**src/rtl/stbuf_pkg.sv**
```systemverilog
package stbuf_pkg;

   typedef enum logic [1:0] {
      MT_UC = 2'd0,
      MT_WC = 2'd1,
      MT_WB = 2'd2,
      MT_WT = 2'd3
   } mtype_e;

   // only an uncached store feeding an uncached load is barred
   function automatic logic fwd_type_ok(input mtype_e st_t, input mtype_e ld_t);
      return !((st_t == MT_UC) && (ld_t == MT_UC));
   endfunction

endpackage

```
**src/rtl/stbuf_fifo.sv**
```systemverilog
module stbuf_fifo #(
   parameter int DEPTH = 8,
   parameter int AW    = 16,
   parameter int DW    = 32,
   localparam int NB   = DW / 8,
   localparam int PW   = $clog2(DEPTH)
) (
   input  logic          clk,
   input  logic          rst_n,
   input  logic          push,
   input  logic [AW-1:0] push_addr,
   input  logic [DW-1:0] push_data,
   input  logic [NB-1:0] push_be,
   input  logic [1:0]    push_mtype,
   input  logic          pop,
   output logic [AW-1:0] head_addr,
   output logic [DW-1:0] head_data,
   output logic [NB-1:0] head_be,
   output logic [1:0]    head_mtype,
   output logic          empty,
   output logic          full,
   output logic [PW:0]   cnt,
   output logic [PW-1:0] rd_ptr,
   output logic [AW-1:0] ent_addr  [DEPTH],
   output logic [DW-1:0] ent_data  [DEPTH],
   output logic [NB-1:0] ent_be    [DEPTH],
   output logic [1:0]    ent_mtype [DEPTH]
);

   logic [PW-1:0] wr_q, rd_q;
   logic [PW:0]   cnt_q;

   always_ff @(posedge clk) begin
      if (!rst_n) begin
         wr_q  <= '0;
         rd_q  <= '0;
         cnt_q <= '0;
      end else begin
         if (push) wr_q <= wr_q + 1'b1;
         if (pop)  rd_q <= rd_q + 1'b1;
         if (push && !pop)      cnt_q <= cnt_q + 1'b1;
         else if (pop && !push) cnt_q <= cnt_q - 1'b1;
      end
   end

   always_ff @(posedge clk) begin
      if (push) begin
         ent_addr[wr_q]  <= push_addr;
         ent_data[wr_q]  <= push_data;
         ent_be[wr_q]    <= push_be;
         ent_mtype[wr_q] <= push_mtype;
      end
   end

   assign head_addr  = ent_addr[rd_q];
   assign head_data  = ent_data[rd_q];
   assign head_be    = ent_be[rd_q];
   assign head_mtype = ent_mtype[rd_q];
   assign empty      = (cnt_q == '0);
   assign full       = (cnt_q == (PW+1)'(DEPTH));
   assign cnt        = cnt_q;
   assign rd_ptr     = rd_q;

endmodule

```
**src/rtl/stbuf_fwd.sv**
```systemverilog
module stbuf_fwd
   import stbuf_pkg::*;
#(
   parameter int DEPTH  = 8,
   parameter int AW     = 16,
   parameter int DW     = 32,
   parameter bit FWD_EN = 1'b1,
   localparam int NB    = DW / 8,
   localparam int PW    = $clog2(DEPTH)
) (
   input  logic [AW-1:0] ent_addr  [DEPTH],
   input  logic [DW-1:0] ent_data  [DEPTH],
   input  logic [NB-1:0] ent_be    [DEPTH],
   input  logic [1:0]    ent_mtype [DEPTH],
   input  logic [PW-1:0] rd_ptr,
   input  logic [PW:0]   cnt,
   input  logic [AW-1:0] ld_addr,
   input  logic [NB-1:0] ld_be,
   input  logic [1:0]    ld_mtype,
   output logic          fwd_hit,
   output logic          fwd_wait,
   output logic [DW-1:0] fwd_data
);

   logic          found;
   logic [DW-1:0] sel_data;
   logic [NB-1:0] sel_be;
   logic [1:0]    sel_mt;

   // walk oldest to youngest; the last overlap found is the youngest
   always_comb begin
      found    = 1'b0;
      sel_data = '0;
      sel_be   = '0;
      sel_mt   = '0;
      for (int k = 0; k < DEPTH; k++) begin
         logic [PW-1:0] idx;
         idx = rd_ptr + PW'(k);
         if (((PW+1)'(k) < cnt) && (ent_addr[idx] == ld_addr) &&
             |(ent_be[idx] & ld_be)) begin
            found    = 1'b1;
            sel_data = ent_data[idx];
            sel_be   = ent_be[idx];
            sel_mt   = ent_mtype[idx];
         end
      end
   end

   logic          covers, type_ok;
   logic [DW-1:0] lane_mask;

   assign covers  = ((ld_be & ~sel_be) == '0);
   assign type_ok = fwd_type_ok(mtype_e'(sel_mt), mtype_e'(ld_mtype));

   for (genvar b = 0; b < NB; b++) begin : g_lane
      assign lane_mask[8*b +: 8] = {8{ld_be[b]}};
   end

   if (FWD_EN) begin : g_fwd
      assign fwd_hit  = found && covers && type_ok;
      assign fwd_wait = found && !(covers && type_ok);
      assign fwd_data = fwd_hit ? (sel_data & lane_mask) : '0;
   end else begin : g_nofwd
      // every overlap waits for the drain
      assign fwd_hit  = 1'b0;
      assign fwd_wait = found;
      assign fwd_data = '0;
   end

endmodule

```
**src/rtl/stbuf_fence.sv**
```systemverilog
module stbuf_fence (
   input  logic wfence,
   input  logic ffence,
   input  logic buf_empty,
   input  logic ld_pending,
   output logic busy
);

   logic wr_part, rd_part;

   assign wr_part = (wfence || ffence) && !buf_empty;
   assign rd_part = ffence && ld_pending;
   assign busy    = wr_part || rd_part;

endmodule

```
**src/rtl/stbuf_top.sv**
```systemverilog
module stbuf_top #(
   parameter int DEPTH  = 8,
   parameter int AW     = 16,
   parameter int DW     = 32,
   parameter bit FWD_EN = 1'b1,
   localparam int NB    = DW / 8,
   localparam int PW    = $clog2(DEPTH)
) (
   input  logic          clk,
   input  logic          rst_n,
   input  logic          st_valid,
   output logic          st_ready,
   input  logic [AW-1:0] st_addr,
   input  logic [DW-1:0] st_data,
   input  logic [NB-1:0] st_be,
   input  logic [1:0]    st_mtype,
   input  logic          ld_req,
   input  logic [AW-1:0] ld_addr,
   input  logic [NB-1:0] ld_be,
   input  logic [1:0]    ld_mtype,
   output logic          ld_hit,
   output logic          ld_wait,
   output logic [DW-1:0] ld_data,
   input  logic          wfence,
   input  logic          ffence,
   input  logic          ld_pending,
   output logic          fence_busy,
   output logic          mem_valid,
   input  logic          mem_ready,
   output logic [AW-1:0] mem_addr,
   output logic [DW-1:0] mem_data,
   output logic [NB-1:0] mem_be,
   output logic [1:0]    mem_mtype
);

   if (DEPTH < 2 || (DEPTH & (DEPTH - 1)) != 0) begin : g_bad_depth
      $error("stbuf_top: DEPTH must be a power of two >= 2");
   end
   if (DW < 8 || (DW % 8) != 0) begin : g_bad_dw
      $error("stbuf_top: DW must be a whole number of bytes");
   end
   if (AW < 1) begin : g_bad_aw
      $error("stbuf_top: AW must be positive");
   end

   logic          buf_empty, buf_full, push, pop;
   logic [PW:0]   buf_cnt;
   logic [PW-1:0] rd_ptr;
   logic [AW-1:0] ent_addr  [DEPTH];
   logic [DW-1:0] ent_data  [DEPTH];
   logic [NB-1:0] ent_be    [DEPTH];
   logic [1:0]    ent_mtype [DEPTH];
   logic          fwd_hit, fwd_wait;
   logic [DW-1:0] fwd_data;

   stbuf_fence u_fence (
      .wfence     (wfence),
      .ffence     (ffence),
      .buf_empty  (buf_empty),
      .ld_pending (ld_pending),
      .busy       (fence_busy)
   );

   assign st_ready  = !buf_full && !fence_busy;
   assign push      = st_valid && st_ready;
   assign mem_valid = !buf_empty;
   assign pop       = mem_valid && mem_ready;

   stbuf_fifo #(.DEPTH(DEPTH), .AW(AW), .DW(DW)) u_fifo (
      .clk        (clk),
      .rst_n      (rst_n),
      .push       (push),
      .push_addr  (st_addr),
      .push_data  (st_data),
      .push_be    (st_be),
      .push_mtype (st_mtype),
      .pop        (pop),
      .head_addr  (mem_addr),
      .head_data  (mem_data),
      .head_be    (mem_be),
      .head_mtype (mem_mtype),
      .empty      (buf_empty),
      .full       (buf_full),
      .cnt        (buf_cnt),
      .rd_ptr     (rd_ptr),
      .ent_addr   (ent_addr),
      .ent_data   (ent_data),
      .ent_be     (ent_be),
      .ent_mtype  (ent_mtype)
   );

   stbuf_fwd #(.DEPTH(DEPTH), .AW(AW), .DW(DW), .FWD_EN(FWD_EN)) u_fwd (
      .ent_addr  (ent_addr),
      .ent_data  (ent_data),
      .ent_be    (ent_be),
      .ent_mtype (ent_mtype),
      .rd_ptr    (rd_ptr),
      .cnt       (buf_cnt),
      .ld_addr   (ld_addr),
      .ld_be     (ld_be),
      .ld_mtype  (ld_mtype),
      .fwd_hit   (fwd_hit),
      .fwd_wait  (fwd_wait),
      .fwd_data  (fwd_data)
   );

   assign ld_hit  = ld_req && !fence_busy && fwd_hit;
   assign ld_wait = ld_req && (fence_busy || fwd_wait);
   assign ld_data = ld_hit ? fwd_data : '0;

endmodule

```
**config.mk**
```make
export PLATFORM = sky130hd
export DESIGN_NAME = stbuf_top
export DESIGN_NICKNAME = d
export VERILOG_FILES = /design/src/rtl/stbuf_pkg.sv /design/src/rtl/stbuf_fifo.sv /design/src/rtl/stbuf_fwd.sv /design/src/rtl/stbuf_fence.sv /design/src/rtl/stbuf_top.sv
export SDC_FILE = /design/constraint.sdc
export NUM_CORES = 2
export LEC_CHECK = 0
export BUFFER_PORTS_ARGS = -buffer_cell sky130_fd_sc_hd__buf_2
export CORE_MARGIN = 2
export CORE_UTILIZATION = 35
export CTS_CLUSTER_SIZE = 14
export DETAILED_ROUTE_END_ITERATION = 8
export PLACE_DENSITY = 0.59
export SLEW_MARGIN = 20
export SYNTH_ARGS = -nofsm -noshare
export SYNTH_HDL_FRONTEND = slang
export SYNTH_SLANG_ARGS = --single-unit
```
**constraint.sdc**
```tcl
create_clock -name clk -period 12.3 [get_ports clk]
set_input_delay 0 -clock clk [delete_from_list [all_inputs] [get_ports clk]]
set_output_delay 0 -clock clk [all_outputs]
set_load 0.01 [all_outputs]
```
==> results.cfg <==
[setup_path]
end_kind = output port
path_delay_family = buffers and inverters
rr_startpoint = u_fifo.cnt[3]
critical-path-top-cell-by-count = buf_4
r2r_slack_ns = 7.41
path_max_fanout = 46
slowest_stage = or4_2
critical_path.max_stage_delay_ns = 1.15
path_buf_inv = 6
worstRegToRegCells = 11
r2r-end = u_fifo.ent_addr[106]
crit_chain = inv_1 > ha_4 > buf_4 > mux4_2 > mux2i_1 > xnor2_1 > nor4_1 > nand3_1 > nor3_4 > buf_4 > buf_4 > inv_1 > o21ai_0 > a21oi_1 > or4_2 > nor4_1 > buf_2
critPathRequiredTime_ns = 12.30
crit_type = flop to output port
start_kind = flop
cp.arrival_ns = 8.19

[die]
die-area_um2 = 99740
core-area_um2 = 96570
die-width_um = 315.8
ios = 175
rows = 114
die_y_um = 315.8
initial_core_util = 0.3524

[finish]
area_growth_pct = 12.72
multiInputGateArea_um2 = 19860
final_layout_size_suffix_gt1_frac = 0.3093
fill_cells = 9011
stdcell_area_um2 = 38360
fin_nets = 2891
register_area_um2 = 13180

[timing]
fin_setup_tns_ns = 0
finalSetupViolations = 0
slew_headroom = 0.2726
tightest_slew_ns = 1.091
holdWs_ns = 0.1680
fmax_mhz = 122.1
period_share = 0.6661
drv_slew = 0
period_needed_ns = 8.193
rsz0062_at_grt = no
finClkSkew_ns = 0.03961
hold_viol = 0

[place]
port_buffers = 174
routabilityCongestion = 0.9622
placed_area_um2 = 36080
dp_hpwl_mm = 74.99

[synthesis]
yosysTopAreaCell = edfxtp_1
synthAdderAreaFrac = 0.002574
synth_top_family_by_area = multiplexers
synth.most_common_cell = nand2_1
yosys.area_share.xor_xnor = 0.03625
synthSimpleGateAreaFrac = 0.1082
syn_nets = 2794
synth_compound_area_frac = 0.07891
synth-warning-count = 0
synthMuxAreaShare = 0.3514
seq_area_frac_synth = 0.3871
synth_cell_type_count = 78
synth_top_area_share = 0.3812
synth-async-reset-ratio = 0
synth_ff_type = edfxtp_1
synth_area_um2 = 34030
postSynthAreaPerCell_um2 = 12.59
ys_ff_latch = 442
synthTopCellsByArea = edfxtp_1, mux4_2, mux2i_1
synth_common_cells = nand2_1, edfxtp_1, mux4_2, mux2i_1, clkbuf_1
synth_edf_count = 432
synth_cells = 2703

[power]
max-vdd-ir-drop_v = 0.0002200
power_frac_comb = 0.574
p_sw_w = 0.003300
p_leak_nw = 12.17
power_frac_clock = 0.193
p_int_w = 0.004693
power_frac_seq = 0.233
p_sw_frac = 0.4129
power_w = 0.007993
power_density_nw_per_um2 = 208.4

[detailed_routing]
first_pass_iters = 6
vias = 26350
avgViaCountPerCell = 6.391
wire_per_inst_um = 28.18
postRouteAntennaNets = 0
wl_mm = 116.2
drc = 0
drt-initial-drc-count = 3154

[outcome]
status = completed

[flow_run]
drv_cap = 0

[min_path]
hold_path_class = input port to flop
min_from = st_data[14]
hold_end = u_fifo.ent_data[14]
whs_path_depth = 2

[global_route]
grt_pass1_wl_mm = 169.4
antenna_found_initial = 10
grtUsageTotal = 0.2285
grt_overflow = 0
grt_pass1_vias = 24950
grt_max_degree = 142

[clocking]
post_cts_buffers = 0
htree_num_levels = 2
cts_num_sinks = 442
cts_root_buf = clkbuf_16
clock_path_buffers = 3
cts_buffers = 50
cts.clk_slew.worst_paths_ns = 0.06
tritoncts = built
clkLatencyLatePin_ns = 0.65
## logic make-up after synthesis
logic type | count (synthesis)
and+or+nand+nor | 797
muxes | 682
DFF | 442
AOI/OAI and AO/OA | 364
buffers and inverters | 271
xor gates and xnor gates | 140
adders and majority gates | 7
## worst max path at each step
stage / start / end / cells after the start
final: u_fifo.rd_ptr[1] / ld_data[3] / 17
after global routing: u_fifo.rd_ptr[1] / ld_data[8] / 17
after CTS: u_fifo.rd_ptr[1] / ld_data[3] / 17
after detailed placement: u_fifo.rd_ptr[1] / ld_data[3] / 17
after global placement: u_fifo.rd_ptr[1] / ld_data[31] / 17
after floorplan: u_fifo.cnt[3] / u_fifo.ent_addr[80] / 8
## power groups by stage
stage | Clock [W] | Combinational, W | Sequential (W)
2_1_floorplan | 0 | 0.00349 | 0.00183
3_3_place_gp | 0 | 0.00450 | 0.00189
3_5_place_dp | 0 | 0.00451 | 0.00189
4_1_cts | 0.00157 | 0.00455 | 0.00186
5_1_grt | 0.00162 | 0.00490 | 0.00188
6_report | 0.00154 | 0.00458 | 0.00186
## worst register-to-register path: stages (launching register included)
cell and delay [ns]:
dfxtp_1 0.42, nor2_1 0.36, nand2_1 0.43, a21oi_1 0.26, nor2_1 0.05, buf_4 0.20
a31oi_1 0.33, nand2_1 0.29, inv_1 0.19, nand2_1 0.21, nor3_2 0.78, buf_4 0.95
## registers in the layout, indices dropped and copies added, names as in the netlist
signal,cells
u_fifo.ent_mtype,16
u_fifo.ent_addr,128
u_fifo.ent_be,32
u_fifo.ent_data,256
u_fifo.cnt,4
u_fifo.wr_q,3
u_fifo.rd_ptr,3
## layout by cell type, fill, tap and decap left out, types with 14 or more instances in the layout
cell type,count
xor2_1,35
a21oi_1,63
a22oi_1,18
and3_1,14
xnor2_1,99
buf_4,62
a221o_1,16
a221oi_1,54
mux2i_1,189
mux2_2,92
edfxtp_1,432
dlygate4sd3_1,58
nand4_1,24
a31oi_1,28
nand2_1,461
nand3_1,89
nor4_2,19
clkbuf_16,51
inv_1,17
a311o_1,16
o22ai_1,30
buf_2,174
nor3_1,49
o21ai_0,43
mux4_2,401
nor2_1,59
## final cells by class
type / instances / area share
Antenna cell: 4 / 0.0002610
Clock buffer: 58 / 0.03396
Clock inverter: 36 / 0.009981
Inverter: 20 / 0.001957
Multi-Input combinational cell: 1990 / 0.5177
Sequential cell: 442 / 0.3437
Tap cell: 1276 / 0.04162
Timing Repair Buffer: 296 / 0.05079
## per-layer routing
| metal | part of all wire | GRT usage | vias to the layer above |
|---|---|---|---|
| li1 | - | - | 11130 |
| met1 | 0.39 | 0.3150 | 13310 |
| met2 | 0.46 | 0.3567 | 1596 |
| met3 | 0.10 | 0.03935 | 299 |
| met4 | 0.046 | 0.09759 | 8 |
| met5 | 0.00041 | 0 | - |
## what timing repair did
action,CTS,global route
endpoints found under the setup margin,0,0
gates resized for setup,0,0
hold buffers,58,0
endpoints found under the hold margin,442,0
## per-stage QoR
stage	worst slack [ns]	std cells	util
floorplan	4.438	2703	-
global placement	5.038	3966	0.3736
detailed placement	4.829	3966	0.3736
CTS	4.139	4118	0.3971
global route	3.721	4122	0.3972
finish	4.107	4122	0.3972
Note: power is estimated with default switching activity, not from simulation.
